===== src/rtl/vbe_pkg.sv =====
package vbe_pkg;

  typedef enum logic [1:0] {
    ST_IDLE = 2'd0,
    ST_WALK = 2'd1
  } vbe_state_e;

  typedef struct packed {
    logic always_t;
    logic sense;
    logic noctr;
    logic ctrz;
    logic all_mode;
    logic snz;
    logic sz;
    logic ctr_test;
    logic cti;
    logic vlset;
    logic vsb;
    logic vli;
    logic lru;
    logic mode32;
  } vbe_mode_t;

  // condition of one element from its tested bit
  function automatic logic f_el_ok(input logic testbit, input vbe_mode_t m);
    return m.always_t | ~(testbit ^ m.sense);
  endfunction

  // decrement policy for a tested element
  function automatic logic f_tested_dec(input logic el_ok, input vbe_mode_t m);
    return ~m.noctr & (~m.ctr_test | (el_ok ^ m.cti));
  endfunction

  // decrement policy for a skipped element
  function automatic logic f_skip_dec(input vbe_mode_t m);
    return ~m.noctr & ~m.ctr_test & m.cti;
  endfunction

endpackage


===== src/rtl/vbe_elem.sv =====
module vbe_elem
  import vbe_pkg::*;
#(
  parameter int XLEN = 64
) (
  input  vbe_mode_t       m,
  input  logic            testbit,
  input  logic [XLEN-1:0] ctr,
  output logic            el_ok,
  output logic            res,
  output logic            dec,
  output logic            trunc
);
  logic ctr_nz;
  logic ctr_ok;

  always_comb begin
    ctr_nz = m.mode32 ? (ctr[31:0] != 32'd0) : (ctr != '0);
    ctr_ok = m.noctr | (ctr_nz ^ m.ctrz);
    el_ok  = f_el_ok(testbit, m);
    res    = el_ok & ctr_ok;
    dec    = f_tested_dec(el_ok, m);
    trunc  = m.vlset & (res == m.vsb);
  end
endmodule


===== src/rtl/vbe_target.sv =====
module vbe_target #(
  parameter int XLEN   = 64,
  parameter int DISP_W = 14
) (
  input  logic [XLEN-1:0]   pc,
  input  logic [DISP_W-1:0] disp,
  input  logic              abs_addr,
  output logic [XLEN-1:0]   target,
  output logic [XLEN-1:0]   ret
);
  localparam int OFFW = DISP_W + 2;
  logic [XLEN-1:0] off;

  always_comb begin
    off    = {{(XLEN-OFFW){disp[DISP_W-1]}}, disp, 2'b00};
    target = abs_addr ? off : pc + off;
    ret    = pc + XLEN'(8);
  end
endmodule


===== src/rtl/vec_branch_eval.sv =====
module vec_branch_eval
  import vbe_pkg::*;
#(
  parameter int VL_MAX  = 64,
  parameter int XLEN    = 64,
  parameter int CRF_CNT = 128,
  parameter int DISP_W  = 14,
  localparam int VLW    = $clog2(VL_MAX + 1),
  localparam int IDXW   = $clog2(VL_MAX),
  localparam int CRIW   = $clog2(CRF_CNT)
) (
  input  logic              clk,
  input  logic              rst_n,
  input  logic              start,
  output logic              busy,
  input  logic [VLW-1:0]    vl_in,
  input  logic [VL_MAX-1:0] pred_mask,
  input  logic              bo_always,
  input  logic              bo_sense,
  input  logic              bo_noctr,
  input  logic              bo_ctrz,
  input  logic [CRIW-1:0]   bi_base,
  input  logic [1:0]        bi_sel,
  input  logic              bi_scalar,
  input  logic              abs_addr,
  input  logic              link,
  input  logic [DISP_W-1:0] disp,
  input  logic              all_mode,
  input  logic              snz,
  input  logic              sz,
  input  logic              ctr_test,
  input  logic              cti,
  input  logic              vlset,
  input  logic              vsb,
  input  logic              vli,
  input  logic              lru,
  input  logic              mode32,
  input  logic [XLEN-1:0]   pc_in,
  input  logic [XLEN-1:0]   ctr_in,
  output logic              cr_req,
  output logic [CRIW-1:0]   cr_idx,
  input  logic              cr_valid,
  input  logic [3:0]        cr_data,
  output logic              done,
  output logic              taken,
  output logic [XLEN-1:0]   target_pc,
  output logic              lr_we,
  output logic [XLEN-1:0]   lr_data,
  output logic [XLEN-1:0]   ctr_out,
  output logic [VLW-1:0]    vl_out
);

  vbe_state_e        st;
  vbe_mode_t         m_in, m_r;
  logic [VLW-1:0]    idx, keep, vl_r;
  logic              acc;
  logic [XLEN-1:0]   ctr_r;
  logic [VL_MAX-1:0] mask_r;
  logic [CRIW-1:0]   base_r;
  logic [1:0]        sel_r;
  logic              scalar_r;
  logic [XLEN-1:0]   pc_r;
  logic [DISP_W-1:0] disp_r;
  logic              abs_r, link_r;

  // named internal events, observed by the checker
  logic walking, in_range, pbit, skip;
  logic ev_fire, ev_skip, ev_exhaust, trunc_now, stop_el, finish;
  logic testbit, el_ok, el_res, el_dec, el_trunc, skip_dec;
  logic acc_next, acc_final;
  logic [XLEN-1:0] ctr_after, ctr_final;
  logic [VLW-1:0]  vl_final;
  logic [XLEN-1:0] tgt_w, ret_w;
  logic [CRIW-1:0] cr_step;

  always_comb begin
    m_in = '{always_t: bo_always, sense: bo_sense, noctr: bo_noctr, ctrz: bo_ctrz,
             all_mode: all_mode, snz: snz, sz: sz, ctr_test: ctr_test, cti: cti,
             vlset: vlset, vsb: vsb, vli: vli, lru: lru, mode32: mode32};
  end

  assign busy     = (st == ST_WALK);
  assign walking  = busy;
  assign in_range = (idx < vl_r);
  assign pbit     = in_range ? mask_r[idx[IDXW-1:0]] : 1'b0;
  assign skip     = ~pbit & ~m_r.sz;
  assign cr_step  = scalar_r ? '0 : CRIW'(idx);
  assign cr_idx   = base_r + cr_step;
  assign cr_req   = walking & in_range & pbit;
  assign testbit  = pbit ? cr_data[sel_r] : m_r.snz;

  vbe_elem #(.XLEN(XLEN)) u_elem (
    .m       (m_r),
    .testbit (testbit),
    .ctr     (ctr_r),
    .el_ok   (el_ok),
    .res     (el_res),
    .dec     (el_dec),
    .trunc   (el_trunc)
  );

  vbe_target #(.XLEN(XLEN), .DISP_W(DISP_W)) u_target (
    .pc       (pc_r),
    .disp     (disp_r),
    .abs_addr (abs_r),
    .target   (tgt_w),
    .ret      (ret_w)
  );

  always_comb begin
    ev_fire    = walking & in_range & ~skip & (~pbit | cr_valid);
    ev_skip    = walking & in_range & skip;
    ev_exhaust = walking & ~in_range;
    skip_dec   = ev_skip & f_skip_dec(m_r);
    trunc_now  = ev_fire & el_trunc;
    stop_el    = ev_fire & (el_trunc | (m_r.all_mode != el_res) | scalar_r);
    finish     = ev_exhaust | stop_el;
    acc_next   = m_r.all_mode ? (acc & el_res) : (acc | el_res);
    acc_final  = ev_fire ? acc_next : acc;
    ctr_after  = (ev_fire & el_dec) ? ctr_r - XLEN'(1) : ctr_r;
    ctr_final  = (trunc_now & ~m_r.vli) ? ctr_r : ctr_after;
    if (trunc_now) vl_final = m_r.vli ? idx + VLW'(1) : keep;
    else           vl_final = vl_r;
  end

  always_ff @(posedge clk or negedge rst_n) begin
    if (!rst_n) begin
      st        <= ST_IDLE;
      m_r       <= '0;
      idx       <= '0;
      keep      <= '0;
      vl_r      <= '0;
      acc       <= 1'b0;
      ctr_r     <= '0;
      mask_r    <= '0;
      base_r    <= '0;
      sel_r     <= '0;
      scalar_r  <= 1'b0;
      pc_r      <= '0;
      disp_r    <= '0;
      abs_r     <= 1'b0;
      link_r    <= 1'b0;
      done      <= 1'b0;
      taken     <= 1'b0;
      target_pc <= '0;
      lr_we     <= 1'b0;
      lr_data   <= '0;
      ctr_out   <= '0;
      vl_out    <= '0;
    end else begin
      done <= 1'b0;
      case (st)
        ST_IDLE: begin
          if (start) begin
            st       <= ST_WALK;
            m_r      <= m_in;
            idx      <= '0;
            keep     <= '0;
            vl_r     <= vl_in;
            acc      <= all_mode;
            ctr_r    <= ctr_in;
            mask_r   <= pred_mask;
            base_r   <= bi_base;
            sel_r    <= bi_sel;
            scalar_r <= bi_scalar;
            pc_r     <= pc_in;
            disp_r   <= disp;
            abs_r    <= abs_addr;
            link_r   <= link;
          end
        end
        ST_WALK: begin
          if (finish) begin
            st        <= ST_IDLE;
            done      <= 1'b1;
            taken     <= acc_final;
            target_pc <= tgt_w;
            lr_we     <= link_r & (~m_r.lru | acc_final);
            lr_data   <= ret_w;
            ctr_out   <= ctr_final;
            vl_out    <= vl_final;
          end else if (ev_fire) begin
            acc   <= acc_next;
            ctr_r <= ctr_after;
            keep  <= idx + VLW'(1);
            idx   <= idx + VLW'(1);
          end else if (ev_skip) begin
            if (skip_dec) ctr_r <= ctr_r - XLEN'(1);
            idx <= idx + VLW'(1);
          end
        end
        default: st <= ST_IDLE;
      endcase
    end
  end

endmodule


===== config.mk =====
export PLATFORM = sky130hd
export DESIGN_NAME = vec_branch_eval
export DESIGN_NICKNAME = d
export VERILOG_FILES = /design/src/rtl/vbe_pkg.sv /design/src/rtl/vbe_elem.sv /design/src/rtl/vbe_target.sv /design/src/rtl/vec_branch_eval.sv
export SDC_FILE = /design/constraint.sdc
export NUM_CORES = 1
export LEC_CHECK = 0
export BUFFER_PORTS_ARGS = -buffer_cell sky130_fd_sc_hd__buf_4
export CORE_ASPECT_RATIO = 0.9
export CORE_MARGIN = 2
export CORE_UTILIZATION = 58
export DETAILED_ROUTE_END_ITERATION = 12
export GPL_ROUTABILITY_DRIVEN = 0
export PLACE_DENSITY = 0.82
export SKIP_CTS_REPAIR_TIMING = 1
export SYNTH_ARGS = -nofsm -noshare
export SYNTH_HDL_FRONTEND = slang
export SYNTH_SLANG_ARGS = --single-unit

===== constraint.sdc =====
create_clock -name clk -period 5.35 [get_ports clk]
set_input_delay 0.2675 -clock clk [delete_from_list [all_inputs] [get_ports clk]]
set_output_delay 0.2675 -clock clk [all_outputs]
set_load 0.005 [all_outputs]

==> results of run 1 <==
-- placed cells by master (no fill, tap or decap), drive strengths merged, types with 36 or more instances in the layout --
cell,synthesis,layout
nor3,79,79
clkbuf,156,66
o21ai,287,287
nand2,324,324
dlygate4sd3,0,176
xnor2,115,115
a21o,36,36
mux2,177,177
or3,61,61
xor2,65,65
o211ai,49,49
a31oi,48,48
dfrtp,457,457
ha,77,77
buf,42,499
o21a,40,40
nand3,90,90
inv,54,58
o31ai,50,50
a21oi,141,141
nor2,190,190
-- path summary, 6_finish.rpt --
| kind | startpoint | endpoint | slack [ns] | depth (start not counted) |
|---|---|---|---|---|
| worst min-delay path | ctr_in[10] | ctr_r[10] | -0.03 | 3 |
| worst max-delay path | idx[1] | keep[6] | -0.09 | 14 |
| worst min register to register | target_pc[9] | target_pc[9] | 0.48 | 2 |
| min in group asynchronous | rst_n | target_pc[23] | 0.32 | 2 |
| worst max register to register | idx[1] | keep[6] | -0.09 | 14 |
| max in group asynchronous | rst_n | target_pc[57] | 3.57 | 3 |
-- flip-flops by register name, summed over array words and instances, names as in the netlist, 14 cells and up --
name	cells
ctr_out	64
ctr_r	64
lr_data	64
mask_r	64
pc_r	64
target_pc	64
disp_r	14
m_r	14
-- metrics by stage --
step | worst slack [ns] | instances | total power, uW | setup TNS [ns]
after CTS | 0.5305 | 3929 | 25500 | 0
final | -0.09457 | 4113 | 26300 | -0.3012
after global placement | 0.8048 | 3847 | 21390 | 0
after detailed placement | 0.6579 | 3847 | 22080 | 0
after floorplan | 1.185 | 2930 | 17040 | 0
after global routing | -0.1981 | 4111 | 27900 | -3.215
-- logic make-up (layout without fill, tap and decap cells) --
logic type               count (synthesis)  count (layout)
buffers and inverters                  253             812
other                                    0               8
AND/OR/NAND/NOR                        900             900
AO/OA/AOI/OAI                          840             840
XOR/XNOR                               180             180
multiplexers                           221             221
adder cells (fa/ha/maj)                 79              79
flip-flops                             457             457
-- worst max-delay path, cell delays in order, from the launching register on --
cell and delay (ns):
dfrtp_1 0.90, buf_4 0.29, mux4_2 0.30, o22ai_1 0.30, nor2_1 0.13, and4_1 0.18, o311ai_1 0.35, xor2_1 0.64
a22oi_2 0.31, xnor2_1 0.48, a21oi_2 0.11, inv_1 0.09, buf_4 0.48, o21ai_1 0.36, mux2_2 0.37
-- area by class of cell --
class | instances | area (um2)
antenna | 8 | 20.02
clock buffer | 66 | 1299
clock inverter | 16 | 214.0
fill | 3102 | 12110
inverter | 55 | 209.0
multi-input combinational | 2220 | 14780
sequential | 457 | 11440
tap | 616 | 770.7
timing repair buffer | 675 | 5615
-- per-layer routing --
layer,wire length (um),part of all wire (%),vias to the layer above,GRT usage [%]
met4,5629,6.0,0,17.95
met3,9345,9.9,417,6.522
met1,35510,38,12570,47.04
li1,-,-,11720,-
met5,0,0,-,0
met2,43920,47,1732,54.90
-- power groups by stage --
stage / Sequential, uW / Combinational (uW) / Clock, uW
5_1_grt: 7440 / 16900 / 3540
3_5_place_dp: 7170 / 14900 / 0
3_3_place_gp: 7070 / 14300 / 0
2_1_floorplan: 6360 / 10700 / 0
4_1_cts: 7120 / 15000 / 3360
6_report: 7280 / 15600 / 3370
==> qor.yml, run 1 <==
intPower_uw: 13590
hp-class: "primary input to register"
synth_area_leaders: "dfrtp_1 (42%), mux2_2 (7.3%), o21ai_0 (5.2%)"
grt_start_max_net_pins: 148
avgSynthCellArea_um2: 9.281
dieHeight_um: 209.4
skew_ns: 0.03466
finalInstanceArea_um2: 34340
post_dp_cell_area_um2: 31050
drc_errors: 0
cts_inserted_buffers: 48
async_flop_share_pct: 100.0
synth_flop_cell: "dfrtp_1"
synth_top_family_by_area: "compound AO/OA/AOI/OAI gates"
clk_pin_slew_ns: 0.07
setup_viol: 6
yosys.area_share.simple_pct: 15.63
violations: "negative hold slack, negative setup slack"
ant_nets: 0
period_share_pct: 101.8
vias: 26430
ir_drop_v: 0.0005805
core-area_um2: 46450
wire_per_inst_um: 22.95
p_comb_share_pct: 59.5
yosysMostFrequentCell: "dfrtp_1"
maxCapViolCount: 0
clkPwrFrac_pct: 12.8
initial_core_util_pct: 58.54
clk_latency_ns: 0.62
yosysWarnings: 0
drive_gt1_share_pct: 22.84
critPathMaxFanout: 46
powerDensity_nw_per_um2: 765.9
synth_nets: 3256
swShare_pct: 48.35
crit_path_end_kind: "register"
hold_viol: 4
max_freq_mhz: 183.7
yosys.area.top_type: "dfrtp_1"
tritoncts: "built"
rows: 75
required_ns: 5.83
period_needed_ns: 5.445
syn2layout_area_growth_pct: 26.29
fin_util_pct: 73.93
maxSlewHeadroom_pct: 26.98
ys_ff_latch: 457
grt_overflow: 0
viasPerCell: 6.426
yosys.area_share.xor_xnor_pct: 5.797
cts_buffer_depth: 3
ios: 458
grt_usage_pct: 35.18
fin_nets: 3783
cts.sinks: 457
setup.worst_path.class: "register to register"
synthMuxAreaShare_pct: 9.363
arrival_ns: 5.93
die_w_um: 232.2
drtPass1Iterations: 6
synthAdderAreaFrac_pct: 3.690
ys_seq_area_share_pct: 42.05
whs_ns: -0.02944
grt_pass1_wl_um: 135600
drtIter0Drc: 3232
die_area_um2: 48640
htree_levels: 2
cp-start-kind: "register"
netlist_area_um2: 27190
synth_cell_types: 86
wirelength_um: 94410
dp_hpwl_um: 61660
synth_compound_area_share_pct: 19.76
fin_ws_ns: -0.09457
seqPwrFrac_pct: 27.7
status: "complete, but fails checks"
io_buffers: 457
root_buffer: "clkbuf_16"
worst_slew_pin_slew_ns: 1.095
syn-instance-count: 2930
p_leak_uw: 0.01476
slew_violations: 0
synth_edf_count: 0
antenna_found_initial: 6
grt_pass1_vias: 24710
p_switching_uw: 12720
synth_top_area_share_pct: 42.05
netlist_top_cells_count: "dfrtp_1 (457), nand2_1 (324), o21ai_0 (283), nor2_1 (190), mux2_2 (177)"
Note: power is estimated with default switching activity, not from simulation.
==> run 2: changes to the inputs <==
clock period = 5.6 ns   (was 5.35 ns; I/O delays follow)
==> run 2 against run 1 <==
The flow finishes with violations (negative hold slack). Power fell by 4.1%. Wire length fell by 1.0%. Maximum frequency rose by 9.0%. Critical endpoint is now ctr_out[47].
==> qor.yml, run 2 (same netlist as run 1, synthesis figures left out) <==
dp_hpwl_um: 61210
max_freq_mhz: 200.3
seqPwrFrac_pct: 27.6
io_buffers: 457
period_share_pct: 89.16
maxCapViolCount: 0
grt_pass1_vias: 24650
status: "complete, but fails checks"
drc_errors: 0
grt_start_max_net_pins: 183
fin_ws_ns: 0.6070
ios: 458
swShare_pct: 47.99
finalPower_uw: 25230
slew_violations: 0
crit_path_end_kind: "register"
arrival_ns: 5.52
p_leak_uw: 0.01482
drtIter0Drc: 2854
rr_endpoint: "ctr_out[47]"
dieHeight_um: 209.4
powerDensity_nw_per_um2: 732.2
grt.busiest_layer: "met2"
layout_common_cells: "buf_4 (487), dfrtp_1 (454), nand2_1 (323)"
cp-start-kind: "register"
rows: 75
clk_latency_ns: 0.62
hp-class: "primary input to register"
cts_inserted_buffers: 48
clkPwrFrac_pct: 13.7
tns_ns: 0
tritoncts: "built"
setup.worst_path.class: "register to register"
p_switching_uw: 12110
grt_pass1_wl_um: 135500
wire_per_inst_um: 22.72
root_buffer: "clkbuf_16"
r2r_slack_ns: 0.61
grt_use_met1_pct: 46.82
skew_ns: 0.01969
p_comb_share_pct: 58.7
clk_pin_slew_ns: 0.06
critPathMaxFanout: 34
worstReg2RegStart: "idx[1]"
initial_core_util_pct: 58.54
drtPass1Iterations: 6
rsz0062_at_grt: "false"
drive_gt1_share_pct: 23.18
wirelength_um: 93430
maxSlewHeadroom_pct: 20.36
pre_cts_ws_ns: 0.8062
die_w_um: 232.2
setup_viol: 0
grt_overflow: 0
syn2layout_area_growth_pct: 26.73
hold_viol: 4
violations: "negative hold slack"
core-area_um2: 46450
required_ns: 6.12
met3_usage_pct: 6.563
hold_end: "ctr_r[10]"
cts.sinks: 457
whs_path_depth: 3
grt_usage_pct: 35.05
whs_ns: -0.01981
layout_commonest_cell: "buf_4"
htree_levels: 2
fin_nets: 3779
worst_slew_pin_slew_ns: 1.195
die_area_um2: 48640
viasPerCell: 6.455
period_needed_ns: 4.993
intPower_uw: 13120
cts_buffer_depth: 3
ir_drop_v: 0.0007603
holdCritStartpoint: "ctr_in[10]"
nFillCells: 3113
antenna_found_initial: 6
r2r_cells: 12
vias: 26540
use_met2_pct: 55.48
ant_nets: 0
## run 2: layout make-up
cell class	instances	area (um2)	area share, %
multi-input combinational	2220	14780	42.87
clock inverter	26	339.1	0.9839
tap	616	770.7	2.237
antenna	6	15.01	0.04357
sequential	457	11440	33.20
inverter	55	209.0	0.6063
clock buffer	61	1350	3.917
timing repair buffer	671	5563	16.14
## run 2: power by group through the flow
stage | sequential (uW) | combinational (uW) | clock, uW
3_3_place_gp | 6800 | 13700 | 0
3_5_place_dp | 6890 | 14100 | 0
4_1_cts | 6860 | 14200 | 3450
2_1_floorplan | 6080 | 10200 | 0
6_report | 6970 | 14800 | 3450
5_1_grt | 7130 | 16100 | 3620
## run 2: routing by layer
layer  routed length [um]  up-vias
met1                35180    12740
met3                 9103      408
met4                 5228        0
li1                     -    11710
met5                    0        -
met2                43920     1686
## run 2: worst max path at each step
stage                     from             to  slack [ns]  depth (start not counted)
global placement        idx[2]    ctr_out[32]        0.95                         11
floorplan           disp_r[13]  target_pc[62]        1.44                         12
CTS                     idx[2]    ctr_out[11]        0.73                         11
global route            idx[1]    ctr_out[47]        0.30                         12
finish                  idx[1]    ctr_out[47]        0.61                         12
detailed placement      idx[2]    ctr_out[11]        0.81                         11
## run 2: worst max-delay path: stages, from the launching register on
cell      delay [ns]
dfrtp_1         0.62
buf_4           0.41
mux2_2          0.39
o22ai_1         0.14
o21ai_0         0.15
and4_1          0.22
o311ai_1        0.33
xor2_1          0.42
a21o_1          0.24
and3_1          0.45
nand2_1         0.73
or3_1           0.60
a31oi_1         0.18
## run 2: through the flow
step | utilization, % | hold WS (ns) | cell area [um2] | instances
finish | 74.19 | -0.01981 | 34460 | 4112
global route | 74.18 | 0.004865 | 34460 | 4111
CTS | 70.34 | -0.2411 | 32680 | 3929
detailed placement | 66.71 | 0.3918 | 30990 | 3842
global placement | 66.71 | 0.3931 | 30990 | 3842
floorplan | - | -0.01559 | 27190 | 2930
